$ cat src/rtl/mbx_seq_pkg.sv
package mbx_seq_pkg;

  typedef enum logic [3:0] {
    S_IDLE,
    S_PRE_RD,
    S_PRE_CHK,
    S_PRE_WAIT,
    S_WR,
    S_BELL,
    S_RSP_RD,
    S_RSP_CHK,
    S_RSP_WAIT,
    S_RD_REQ,
    S_RD_CAP,
    S_VERIFY,
    S_JUDGE,
    S_REL,
    S_DONE
  } seq_state_e;

  localparam logic [31:0] HDR_CMD     = 32'h0000_0001;
  localparam logic [31:0] ERR_FLAG    = 32'h8000_0000;
  localparam logic [31:0] ST_BAD_CSUM = ERR_FLAG | 32'h0000_0004;
  localparam logic [31:0] ST_TIMEOUT  = ERR_FLAG | 32'h0000_0010;
  localparam logic [31:0] BELL_VALUE  = 32'h0000_0001;

endpackage

$ cat src/rtl/mbx_msg_word.sv
module mbx_msg_word #(
  parameter int DATA_W    = 32,
  parameter int MSG_WORDS = 16,
  parameter int IDX_W     = $clog2(MSG_WORDS)
) (
  input  logic [IDX_W-1:0]                 idx_i,
  input  logic [DATA_W-1:0]                cmd_i,
  input  logic [IDX_W-1:0]                 cnt_i,
  input  logic [(MSG_WORDS-3)*DATA_W-1:0]  args_i,
  input  logic [DATA_W-1:0]                csum_i,
  output logic [DATA_W-1:0]                word_o,
  output logic                             sum_en_o
);
  import mbx_seq_pkg::*;

  localparam int PW = IDX_W + 1;

  logic [DATA_W-1:0] frame [MSG_WORDS];
  logic [PW-1:0]     csum_pos;

  // Fixed part of the frame and the argument slots
  for (genvar g = 0; g < MSG_WORDS; g++) begin : g_frame
    if (g == 0) begin : g_hdr
      assign frame[g] = DATA_W'(HDR_CMD);
    end else if (g == 1) begin : g_cmd
      assign frame[g] = cmd_i;
    end else if (g == 2) begin : g_cnt
      assign frame[g] = DATA_W'(cnt_i);
    end else begin : g_arg
      assign frame[g] = args_i[(g-3)*DATA_W +: DATA_W];
    end
  end

  assign csum_pos = {1'b0, cnt_i} + PW'(3);

  always_comb begin
    if ({1'b0, idx_i} == csum_pos) begin
      word_o = csum_i;
    end else begin
      word_o = frame[idx_i];
    end
    sum_en_o = ({1'b0, idx_i} < csum_pos);
  end

endmodule

$ cat src/rtl/mbx_csum_acc.sv
module mbx_csum_acc #(
  parameter int DATA_W = 32
) (
  input  logic              clk,
  input  logic              rst_n,
  input  logic              clr_i,
  input  logic              add_i,
  input  logic [DATA_W-1:0] word_i,
  output logic [DATA_W-1:0] sum_o
);

  logic [DATA_W-1:0] sum_q, sum_d;

  always_comb begin
    sum_d = sum_q;
    if (clr_i) begin
      sum_d = '0;
    end else if (add_i) begin
      sum_d = sum_q + word_i;
    end
  end

  always_ff @(posedge clk or negedge rst_n) begin
    if (!rst_n) begin
      sum_q <= '0;
    end else begin
      sum_q <= sum_d;
    end
  end

  assign sum_o = sum_q;

  AST_ACC_HOLD: assert property (@(posedge clk) disable iff (!rst_n)
    (!clr_i && !add_i) |=> $stable(sum_o));

  AST_ACC_CLEAR: assert property (@(posedge clk) disable iff (!rst_n)
    clr_i |=> (sum_o == '0));

endmodule

$ cat src/rtl/mbx_poll_timer.sv
module mbx_poll_timer #(
  parameter int POLL_LIMIT = 1000,
  parameter int POLL_GAP   = 3
) (
  input  logic clk,
  input  logic rst_n,
  input  logic clr_i,
  input  logic miss_i,
  output logic last_o,
  output logic gap_done_o
);

  localparam int CNT_W = $clog2(POLL_LIMIT + 1);
  localparam int GAP_W = $clog2(POLL_GAP + 1);
  localparam logic [CNT_W-1:0] LAST_POLL = CNT_W'(POLL_LIMIT - 1);
  localparam logic [GAP_W-1:0] LAST_GAP  = GAP_W'(POLL_GAP - 1);

  logic [CNT_W-1:0] poll_q, poll_d;
  logic [GAP_W-1:0] gap_q, gap_d;
  logic             run_q, run_d;

  always_comb begin
    poll_d = poll_q;
    gap_d  = gap_q;
    run_d  = run_q;
    if (clr_i) begin
      poll_d = '0;
      gap_d  = '0;
      run_d  = 1'b0;
    end else if (miss_i) begin
      poll_d = poll_q + CNT_W'(1);
      gap_d  = '0;
      run_d  = 1'b1;
    end else if (run_q) begin
      if (gap_q == LAST_GAP) begin
        run_d = 1'b0;
      end else begin
        gap_d = gap_q + GAP_W'(1);
      end
    end
  end

  always_ff @(posedge clk or negedge rst_n) begin
    if (!rst_n) begin
      poll_q <= '0;
      gap_q  <= '0;
      run_q  <= 1'b0;
    end else begin
      poll_q <= poll_d;
      gap_q  <= gap_d;
      run_q  <= run_d;
    end
  end

  assign last_o     = (poll_q == LAST_POLL);
  assign gap_done_o = run_q && (gap_q == LAST_GAP);

  AST_POLL_BOUND: assert property (@(posedge clk) disable iff (!rst_n)
    poll_q <= LAST_POLL);

  AST_NO_MISS_IN_GAP: assert property (@(posedge clk) disable iff (!rst_n)
    miss_i |-> !run_q);

endmodule

$ cat src/rtl/mbox_txn_seq.sv
module mbox_txn_seq #(
  parameter int DATA_W    = 32,
  parameter int MSG_WORDS = 16,
  parameter int ADDR_W    = 8,
  parameter int VER_W     = 4,
  parameter int POLL_LIMIT = 1000,
  parameter int POLL_GAP   = 3,
  parameter logic [ADDR_W-1:0] MSG_BASE      = 8'h40,
  parameter logic [ADDR_W-1:0] COP_MBX_ADDR  = 8'h04,
  parameter logic [ADDR_W-1:0] HOST_MBX_ADDR = 8'h05
) (
  input  logic                              clk,
  input  logic                              rst_n,
  input  logic                              start_i,
  input  logic [DATA_W-1:0]                 cmd_i,
  input  logic [$clog2(MSG_WORDS)-1:0]      arg_cnt_i,
  input  logic [(MSG_WORDS-3)*DATA_W-1:0]   args_i,
  input  logic [VER_W-1:0]                  proto_ver_i,
  output logic                              busy_o,
  output logic                              done_o,
  output logic [DATA_W-1:0]                 status_o,
  output logic [MSG_WORDS*DATA_W-1:0]       reply_o,
  output logic                              mem_req_o,
  output logic                              mem_we_o,
  output logic [ADDR_W-1:0]                 mem_addr_o,
  output logic [DATA_W-1:0]                 mem_wdata_o,
  input  logic [DATA_W-1:0]                 mem_rdata_i
);
  import mbx_seq_pkg::*;

  localparam int IDX_W     = $clog2(MSG_WORDS);
  localparam int PW        = IDX_W + 1;
  localparam int ARG_WORDS = MSG_WORDS - 3;
  localparam int MAX_ARGS  = MSG_WORDS - 4;
  localparam logic [IDX_W-1:0] LAST_IDX = IDX_W'(MSG_WORDS - 1);
  localparam logic [IDX_W-1:0] MAX_CNT  = IDX_W'(MAX_ARGS);

  seq_state_e state_q, state_d;
  logic [IDX_W-1:0]            idx_q, idx_d;
  logic [DATA_W-1:0]           cmd_q, cmd_d;
  logic [IDX_W-1:0]            cnt_q, cnt_d;
  logic [ARG_WORDS*DATA_W-1:0] args_q, args_d;
  logic [VER_W-1:0]            ver_q, ver_d;
  logic [DATA_W-1:0]           resp_q, resp_d;
  logic [DATA_W-1:0]           status_q, status_d;
  logic [DATA_W-1:0]           reply_q [MSG_WORDS];
  logic [DATA_W-1:0]           reply_d [MSG_WORDS];

  // Shared helpers
  logic [DATA_W-1:0] tx_word;
  logic              tx_sum_en;
  logic              acc_clr, acc_add;
  logic [DATA_W-1:0] acc_word, acc_sum;
  logic              tmr_clr, tmr_miss, tmr_last, tmr_gap_done;

  // Reply checksum window
  logic [DATA_W-1:0] rx_cnt;
  logic              rx_cnt_ok;
  logic [PW-1:0]     rx_pos;
  logic              rx_sum_en;
  logic              rx_bad;

  logic [IDX_W-1:0]  cnt_in;
  logic              last_word;
  logic              rel_to_host;

  assign cnt_in      = (arg_cnt_i > MAX_CNT) ? MAX_CNT : arg_cnt_i;
  assign last_word   = (idx_q == LAST_IDX);
  assign rel_to_host = (ver_q < VER_W'(2));

  assign rx_cnt    = reply_q[2];
  assign rx_cnt_ok = (rx_cnt <= DATA_W'(MAX_ARGS));
  assign rx_pos    = {1'b0, rx_cnt[IDX_W-1:0]} + PW'(3);
  assign rx_sum_en = rx_cnt_ok && ({1'b0, idx_q} < rx_pos);
  assign rx_bad    = !rx_cnt_ok || (acc_sum != reply_q[rx_pos[IDX_W-1:0]]);

  mbx_msg_word #(
    .DATA_W    (DATA_W),
    .MSG_WORDS (MSG_WORDS),
    .IDX_W     (IDX_W)
  ) u_msg_word (
    .idx_i    (idx_q),
    .cmd_i    (cmd_q),
    .cnt_i    (cnt_q),
    .args_i   (args_q),
    .csum_i   (acc_sum),
    .word_o   (tx_word),
    .sum_en_o (tx_sum_en)
  );

  mbx_csum_acc #(
    .DATA_W (DATA_W)
  ) u_csum (
    .clk    (clk),
    .rst_n  (rst_n),
    .clr_i  (acc_clr),
    .add_i  (acc_add),
    .word_i (acc_word),
    .sum_o  (acc_sum)
  );

  mbx_poll_timer #(
    .POLL_LIMIT (POLL_LIMIT),
    .POLL_GAP   (POLL_GAP)
  ) u_timer (
    .clk        (clk),
    .rst_n      (rst_n),
    .clr_i      (tmr_clr),
    .miss_i     (tmr_miss),
    .last_o     (tmr_last),
    .gap_done_o (tmr_gap_done)
  );

  // Helper control
  always_comb begin
    acc_clr  = (state_q == S_IDLE) || ((state_q == S_RD_CAP) && last_word);
    acc_add  = 1'b0;
    acc_word = tx_word;
    if (state_q == S_WR) begin
      acc_add  = tx_sum_en;
      acc_word = tx_word;
    end else if (state_q == S_VERIFY) begin
      acc_add  = rx_sum_en;
      acc_word = reply_q[idx_q];
    end
    tmr_clr  = (state_q == S_IDLE) || (state_q == S_BELL);
    tmr_miss = ((state_q == S_PRE_CHK) && (mem_rdata_i != '0) && !tmr_last) ||
               ((state_q == S_RSP_CHK) && (mem_rdata_i == '0) && !tmr_last);
  end

  // Next-state process
  always_comb begin
    state_d  = state_q;
    idx_d    = idx_q;
    cmd_d    = cmd_q;
    cnt_d    = cnt_q;
    args_d   = args_q;
    ver_d    = ver_q;
    resp_d   = resp_q;
    status_d = status_q;
    reply_d  = reply_q;
    unique case (state_q)
      S_IDLE: begin
        if (start_i) begin
          cmd_d    = cmd_i;
          cnt_d    = cnt_in;
          args_d   = args_i;
          ver_d    = proto_ver_i;
          resp_d   = '0;
          status_d = '0;
          idx_d    = '0;
          for (int i = 0; i < MSG_WORDS; i++) reply_d[i] = '0;
          state_d  = S_PRE_RD;
        end
      end
      S_PRE_RD:   state_d = S_PRE_CHK;
      S_PRE_CHK: begin
        if (mem_rdata_i == '0) begin
          idx_d   = '0;
          state_d = S_WR;
        end else if (tmr_last) begin
          status_d = DATA_W'(ST_TIMEOUT);
          state_d  = S_DONE;
        end else begin
          state_d = S_PRE_WAIT;
        end
      end
      S_PRE_WAIT: if (tmr_gap_done) state_d = S_PRE_RD;
      S_WR: begin
        idx_d = idx_q + IDX_W'(1);
        if (last_word) begin
          idx_d   = '0;
          state_d = S_BELL;
        end
      end
      S_BELL:     state_d = S_RSP_RD;
      S_RSP_RD:   state_d = S_RSP_CHK;
      S_RSP_CHK: begin
        if (mem_rdata_i != '0) begin
          resp_d  = mem_rdata_i;
          idx_d   = '0;
          state_d = S_RD_REQ;
        end else if (tmr_last) begin
          status_d = DATA_W'(ST_TIMEOUT);
          state_d  = S_REL;
        end else begin
          state_d = S_RSP_WAIT;
        end
      end
      S_RSP_WAIT: if (tmr_gap_done) state_d = S_RSP_RD;
      S_RD_REQ:   state_d = S_RD_CAP;
      S_RD_CAP: begin
        reply_d[idx_q] = mem_rdata_i;
        if (last_word) begin
          idx_d   = '0;
          state_d = S_VERIFY;
        end else begin
          idx_d   = idx_q + IDX_W'(1);
          state_d = S_RD_REQ;
        end
      end
      S_VERIFY: begin
        idx_d = idx_q + IDX_W'(1);
        if (last_word) begin
          idx_d   = '0;
          state_d = S_JUDGE;
        end
      end
      S_JUDGE: begin
        status_d = rx_bad ? DATA_W'(ST_BAD_CSUM) : resp_q;
        state_d  = S_REL;
      end
      S_REL:      state_d = S_DONE;
      S_DONE:     state_d = S_IDLE;
      default:    state_d = S_IDLE;
    endcase
  end

  // Register process
  always_ff @(posedge clk or negedge rst_n) begin
    if (!rst_n) begin
      state_q  <= S_IDLE;
      idx_q    <= '0;
      cmd_q    <= '0;
      cnt_q    <= '0;
      args_q   <= '0;
      ver_q    <= '0;
      resp_q   <= '0;
      status_q <= '0;
      for (int i = 0; i < MSG_WORDS; i++) reply_q[i] <= '0;
    end else begin
      state_q  <= state_d;
      idx_q    <= idx_d;
      cmd_q    <= cmd_d;
      cnt_q    <= cnt_d;
      args_q   <= args_d;
      ver_q    <= ver_d;
      resp_q   <= resp_d;
      status_q <= status_d;
      reply_q  <= reply_d;
    end
  end

  // Memory port
  always_comb begin
    mem_req_o   = 1'b0;
    mem_we_o    = 1'b0;
    mem_addr_o  = HOST_MBX_ADDR;
    mem_wdata_o = '0;
    unique case (state_q)
      S_PRE_RD, S_RSP_RD: begin
        mem_req_o  = 1'b1;
        mem_addr_o = HOST_MBX_ADDR;
      end
      S_WR: begin
        mem_req_o   = 1'b1;
        mem_we_o    = 1'b1;
        mem_addr_o  = MSG_BASE + ADDR_W'(idx_q);
        mem_wdata_o = tx_word;
      end
      S_BELL: begin
        mem_req_o   = 1'b1;
        mem_we_o    = 1'b1;
        mem_addr_o  = COP_MBX_ADDR;
        mem_wdata_o = DATA_W'(BELL_VALUE);
      end
      S_RD_REQ: begin
        mem_req_o  = 1'b1;
        mem_addr_o = MSG_BASE + ADDR_W'(idx_q);
      end
      S_REL: begin
        mem_req_o  = 1'b1;
        mem_we_o   = 1'b1;
        mem_addr_o = rel_to_host ? HOST_MBX_ADDR : COP_MBX_ADDR;
      end
      default: ;
    endcase
  end

  for (genvar g = 0; g < MSG_WORDS; g++) begin : g_reply
    assign reply_o[g*DATA_W +: DATA_W] = reply_q[g];
  end

  assign busy_o   = (state_q != S_IDLE);
  assign done_o   = (state_q == S_DONE);
  assign status_o = status_q;

  AST_BUSY_UNTIL_DONE: assert property (@(posedge clk) disable iff (!rst_n)
    (busy_o && !done_o) |=> busy_o);

  AST_DONE_PULSE: assert property (@(posedge clk) disable iff (!rst_n)
    done_o |=> !done_o);

  AST_DONE_STATUS_SET: assert property (@(posedge clk) disable iff (!rst_n)
    done_o |-> (status_o != '0));

  AST_BELL_WRITE_VALUE: assert property (@(posedge clk) disable iff (!rst_n)
    (mem_req_o && mem_we_o && (mem_addr_o == COP_MBX_ADDR)) |->
      ((mem_wdata_o == DATA_W'(BELL_VALUE)) || (mem_wdata_o == '0)));

  AST_REL_THEN_DONE: assert property (@(posedge clk) disable iff (!rst_n)
    (mem_req_o && mem_we_o && (mem_wdata_o == '0) &&
     ((mem_addr_o == HOST_MBX_ADDR) || (mem_addr_o == COP_MBX_ADDR))) |=> done_o);

endmodule

$ cat config.mk
export PLATFORM = sky130hd
export DESIGN_NAME = mbox_txn_seq
export DESIGN_NICKNAME = d
export VERILOG_FILES = /design/src/rtl/mbx_seq_pkg.sv /design/src/rtl/mbx_msg_word.sv /design/src/rtl/mbx_csum_acc.sv /design/src/rtl/mbx_poll_timer.sv /design/src/rtl/mbox_txn_seq.sv
export SDC_FILE = /design/constraint.sdc
export NUM_CORES = 2
export LEC_CHECK = 0
export ABC_AREA = 1
export BUFFER_PORTS_ARGS = -buffer_cell sky130_fd_sc_hd__buf_2
export CORE_AREA = 2 2 425 427
export DETAILED_ROUTE_END_ITERATION = 16
export DIE_AREA = 0 0 427 429
export GPL_ROUTABILITY_DRIVEN = 0
export PLACE_DENSITY = 0.61
export SYNTH_ARGS = -nofsm -noshare
export SYNTH_HDL_FRONTEND = slang
export SYNTH_SLANG_ARGS = --single-unit
$ cat constraint.sdc
create_clock -name clk -period 13.8 [get_ports clk]
set_input_delay 0.69 -clock clk [delete_from_list [all_inputs] [get_ports clk]]
set_output_delay 0.69 -clock clk [all_outputs]
set_load 0.03 [all_outputs]
==> reports/results.txt <==
achievable frequency: 145 MHz
Routed WL: 307000 µm
main combinational cell family by area after synthesis: compound AO/OA/AOI/OAI gates
Nets: 8789
DR DRC count: 0
Relative slew margins: 18.7%
CP max FO: 59
Top FF cell, synth: dfrtp_1
Comb power frac: 41.5%
Synth Area in Simple Gates: 19.9%
RSZ-0062 raised after global routing: false
Required @ worst endpoint: 14.47 ns
Mapped Avg Cell Area: 7.59 µm²
number of flops mapped to enable cells by yosys: 0
die area: 183000 µm²
clock group share of total power: 25.7%
complex-gate fraction of the synthesized area: 20.5%
Num CTS Buffers: 132
number of cells after detailed placement: 10500
Max Cap Viol: 0
Yosys reg bits: 1084
Mapped Cells: 7456
post-DP HPWL: 218000 µm
vias in the first global route: 57900
Initial DRC Count: 7880
Final setup viols: 0
post-route setup TNS: 0 ns
met3 GRT Util: 7.61%
met2 global-route usage: 50.9%
ANT nets after route: 0
first-pass GRT wire length: 429000 µm
Sw Pwr: 6.62 mW
async set or reset register ratio after synthesis: 100%
yosys warns: 0
Period minus WS final: 6.89 ns
Final Skew: 0.0396 ns
RR Startpoint: idx_q[0]$_DFFE_PN0P_
worst hold path type: input pin to flop
P_leak: 33.8 nW
ratio of cells with drive above 1 in the final layout: 17.8%
xor/xnor share of the synthesized area: 0.356%
PD cells: 207 nW/µm²
Port-buffer cells: 1074
clk root buf: clkbuf_16
initial antenna violation count: 64
cts repair resizes: 0
Startpoint Class: flop
Final Cycle Share: 49.9%
Ports: 1079
CP arrival: 7.57 ns
reg2reg end: u_csum.sum_o[26]$_DFFE_PN0P_
aggregate global-route resource usage: 32.5%
CTS tree: built
Slew Limit Fails: 0
clock sinks: 1084
DIE WIDTH: 427 µm
Clock Pin Slew Worst Setup and Hold Paths: 0.06 ns
largest net degree at the start of global routing: 171
worst-margin pin slew: 1.21 ns
CP Capture Point: u_csum.sum_o[26]$_DFFE_PN0P_
busiest layer in global routing: met2
clk_lat worst skew: 0.81 ns
Initial DRT Pass Iterations: 9
wire per inst: 28.7 µm
via count: 60600
Final Non-Filler Cells: 10700
Setup crit end kind: flop
proportion of synthesized area in mux cells: 0.0199%
CP Class: flop to flop
Max clock buf depth: 3
Core Area: 178000 µm²
crit path from: idx_q[0]$_DFFE_PN0P_
Initial Util: 31.8%
reg-to-reg slack, setup: 6.91 ns
FILL cells: 18500
sequential share of the synthesized area: 48.0%
Yosys cell types: 54
H-tree Lvls: 4
Layout area overhead: 20.8%
FF-to-FF path depth: 21
part of the power in registers: 32.8%
status: completed
synthesized area: 56600 µm²
cell row count: 155
Synth Area in Adders: 1.21%
met1 Track Usage GR: 38.2%
Pint: 7.53 mW
switching part of the total power: 46.8%
grt ovf: 0
Final Hold Viols: 0
vias per cell: 5.65
hold slack: 0.0990 ns
Max rail drop VDD: 0.158 mV
die height: 429 µm
metal layers:
layer / share of wire (%) / up-vias / routed length, µm
li1: - / 26400 / -
met1: 36 / 29200 / 110000
met2: 45 / 3980 / 138000
met3: 9.8 / 999 / 30200
met4: 9.2 / 44 / 28300
met5: 0.081 / - / 248
worst min path at each step:
stage	start	endpoint	slack, ns	cells after the start
after global routing	args_i[312]	args_q[312]$_DFFE_PN0P_	0.06	3
after global placement	args_q[254]$_DFFE_PN0P_	args_q[254]$_DFFE_PN0P_	0.46	2
after detailed placement	args_q[259]$_DFFE_PN0P_	args_q[259]$_DFFE_PN0P_	0.46	2
after floorplan	rst_n	args_q[0]$_DFFE_PN0P_	0.39	0
after CTS	args_i[29]	args_q[29]$_DFFE_PN0P_	0.02	3
final	args_i[29]	args_q[29]$_DFFE_PN0P_	0.1	3
power groups by stage:
stage / Combinational, mW / Clock, mW / Sequential, mW
6_report: 5.87 / 3.63 / 4.65
5_1_grt: 6.19 / 3.80 / 4.69
4_1_cts: 5.74 / 3.68 / 4.60
3_5_place_dp: 5.72 / 0 / 4.65
3_3_place_gp: 5.67 / 0 / 4.62
2_1_floorplan: 2.34 / 0 / 5.57
flip-flops by register name, indices dropped and copies added, names as in the netlist, 2 cells and up:
register        cells
status_o           32
cnt_q               4
args_q            416
u_timer.poll_q     10
u_timer.gap_q       2
ver_q               3
cmd_q              32
reply_o           480
u_csum.sum_o       32
resp_q             32
rx_cnt             32
idx_q               4
state_q             4
synth_stat cells, types with 10 or more instances:
cell type / number / area, µm²
a21oi_1: 400 / 2000
clkbuf_1: 393 / 1480
ha_1: 53 / 663
nor3_1: 26 / 130
xor2_1: 15 / 131
nand3_1: 454 / 2270
buf_4: 23 / 173
nand4_1: 45 / 282
o221ai_1: 44 / 385
buf_2: 87 / 435
inv_2: 12 / 45.0
buf_6: 14 / 158
nand2_1: 1846 / 6930
a221oi_1: 24 / 210
o21ai_1: 68 / 340
o22ai_1: 597 / 3730
dfrtp_1: 1084 / 27100
o21ai_0: 867 / 4340
inv_1: 857 / 3220
buf_1: 34 / 128
nor2_1: 404 / 1520
o21ai_2: 10 / 87.6
critical path: stages, from the launching register on:
cell     delay, ns
dfrtp_4       0.70
inv_6         0.26
buf_4         0.72
buf_4         0.75
buf_4         0.62
o21ai_0       0.17
o21ai_0       0.78
a21oi_1       0.14
nand4_1       0.26
o21ai_0       0.20
ha_1          0.33
nand2_1       0.09
nor2_1        0.12
inv_1         0.06
o21ai_0       0.47
a21oi_1       0.20
o21ai_0       0.34
nand2_1       0.09
nand2_1       0.10
nand2_1       0.06
nand2_1       0.05
o22ai_1       0.06
final cells by class:
| class | count | area, µm² | share of cell area, % |
|---|---|---|---|
| sequential | 1084 | 27100 | 39.7 |
| multi-input combinational | 4947 | 24000 | 35.2 |
| timing repair buffer | 1204 | 6430 | 9.41 |
| clock buffer | 193 | 3840 | 5.62 |
| inverter | 875 | 3320 | 4.86 |
| tap | 2355 | 2950 | 4.31 |
| clock inverter | 38 | 574 | 0.841 |
| antenna | 20 | 50.0 | 0.0733 |
cell usage in the layout (no fill, tap or decap), drive strengths merged, types with 3 or more instances in the layout:
master	netlist	layout
ha	53	53
a221oi	24	24
a32oi	9	9
a41oi	9	9
o22ai	597	597
nand4	45	45
conb	1	3
bufinv	0	11
nor3	26	26
nand3	455	455
o2111ai	4	4
nor4	8	8
buf	158	1203
o211ai	6	6
clkbuf	394	193
xor2	15	15
a21o	8	8
a21boi	3	3
a21oi	400	400
diode	0	20
nor2	408	408
nand2	1847	1847
clkinvlp	0	3
o221a	4	4
dfrtp	1084	1084
inv	870	881
o31ai	4	4
a31oi	5	5
o21ai	945	945
xnor2	8	8
o221ai	44	44
a211oi	3	3
clkinv	5	18
stage by stage:
step	total power [mW]	utilization, %	setup slack, ns	cell area [µm²]
6_report	14.2	38.4	6.91	68300
5_1_grt	14.7	38.4	6.60	68300
4_1_cts	14.0	38.3	7.01	68300
3_5_place_dp	10.4	35.9	7.21	63800
3_3_place_gp	10.3	35.9	7.22	63800
2_1_floorplan	7.91	-	8.89	56600
cell families (layout without fill, tap and decap cells):
| family | Yosys count | in the layout |
|---|---|---|
| adders and majority gates | 54 | 54 |
| DFF | 1084 | 1084 |
| other | 1 | 23 |
| and+or+nand+nor | 2794 | 2794 |
| buffers and inverters | 1427 | 2310 |
| xor gates and xnor gates | 23 | 23 |
| AOI/OAI and AO/OA | 2072 | 2072 |
| muxes | 1 | 1 |
repair_timing:
action	in CTS	in global routing
setup buffers	0	0
hold buffers	1	0
endpoints found under the setup margin	0	0
endpoints found under the hold margin	89	0
Power figures use the tool's default switching activity.
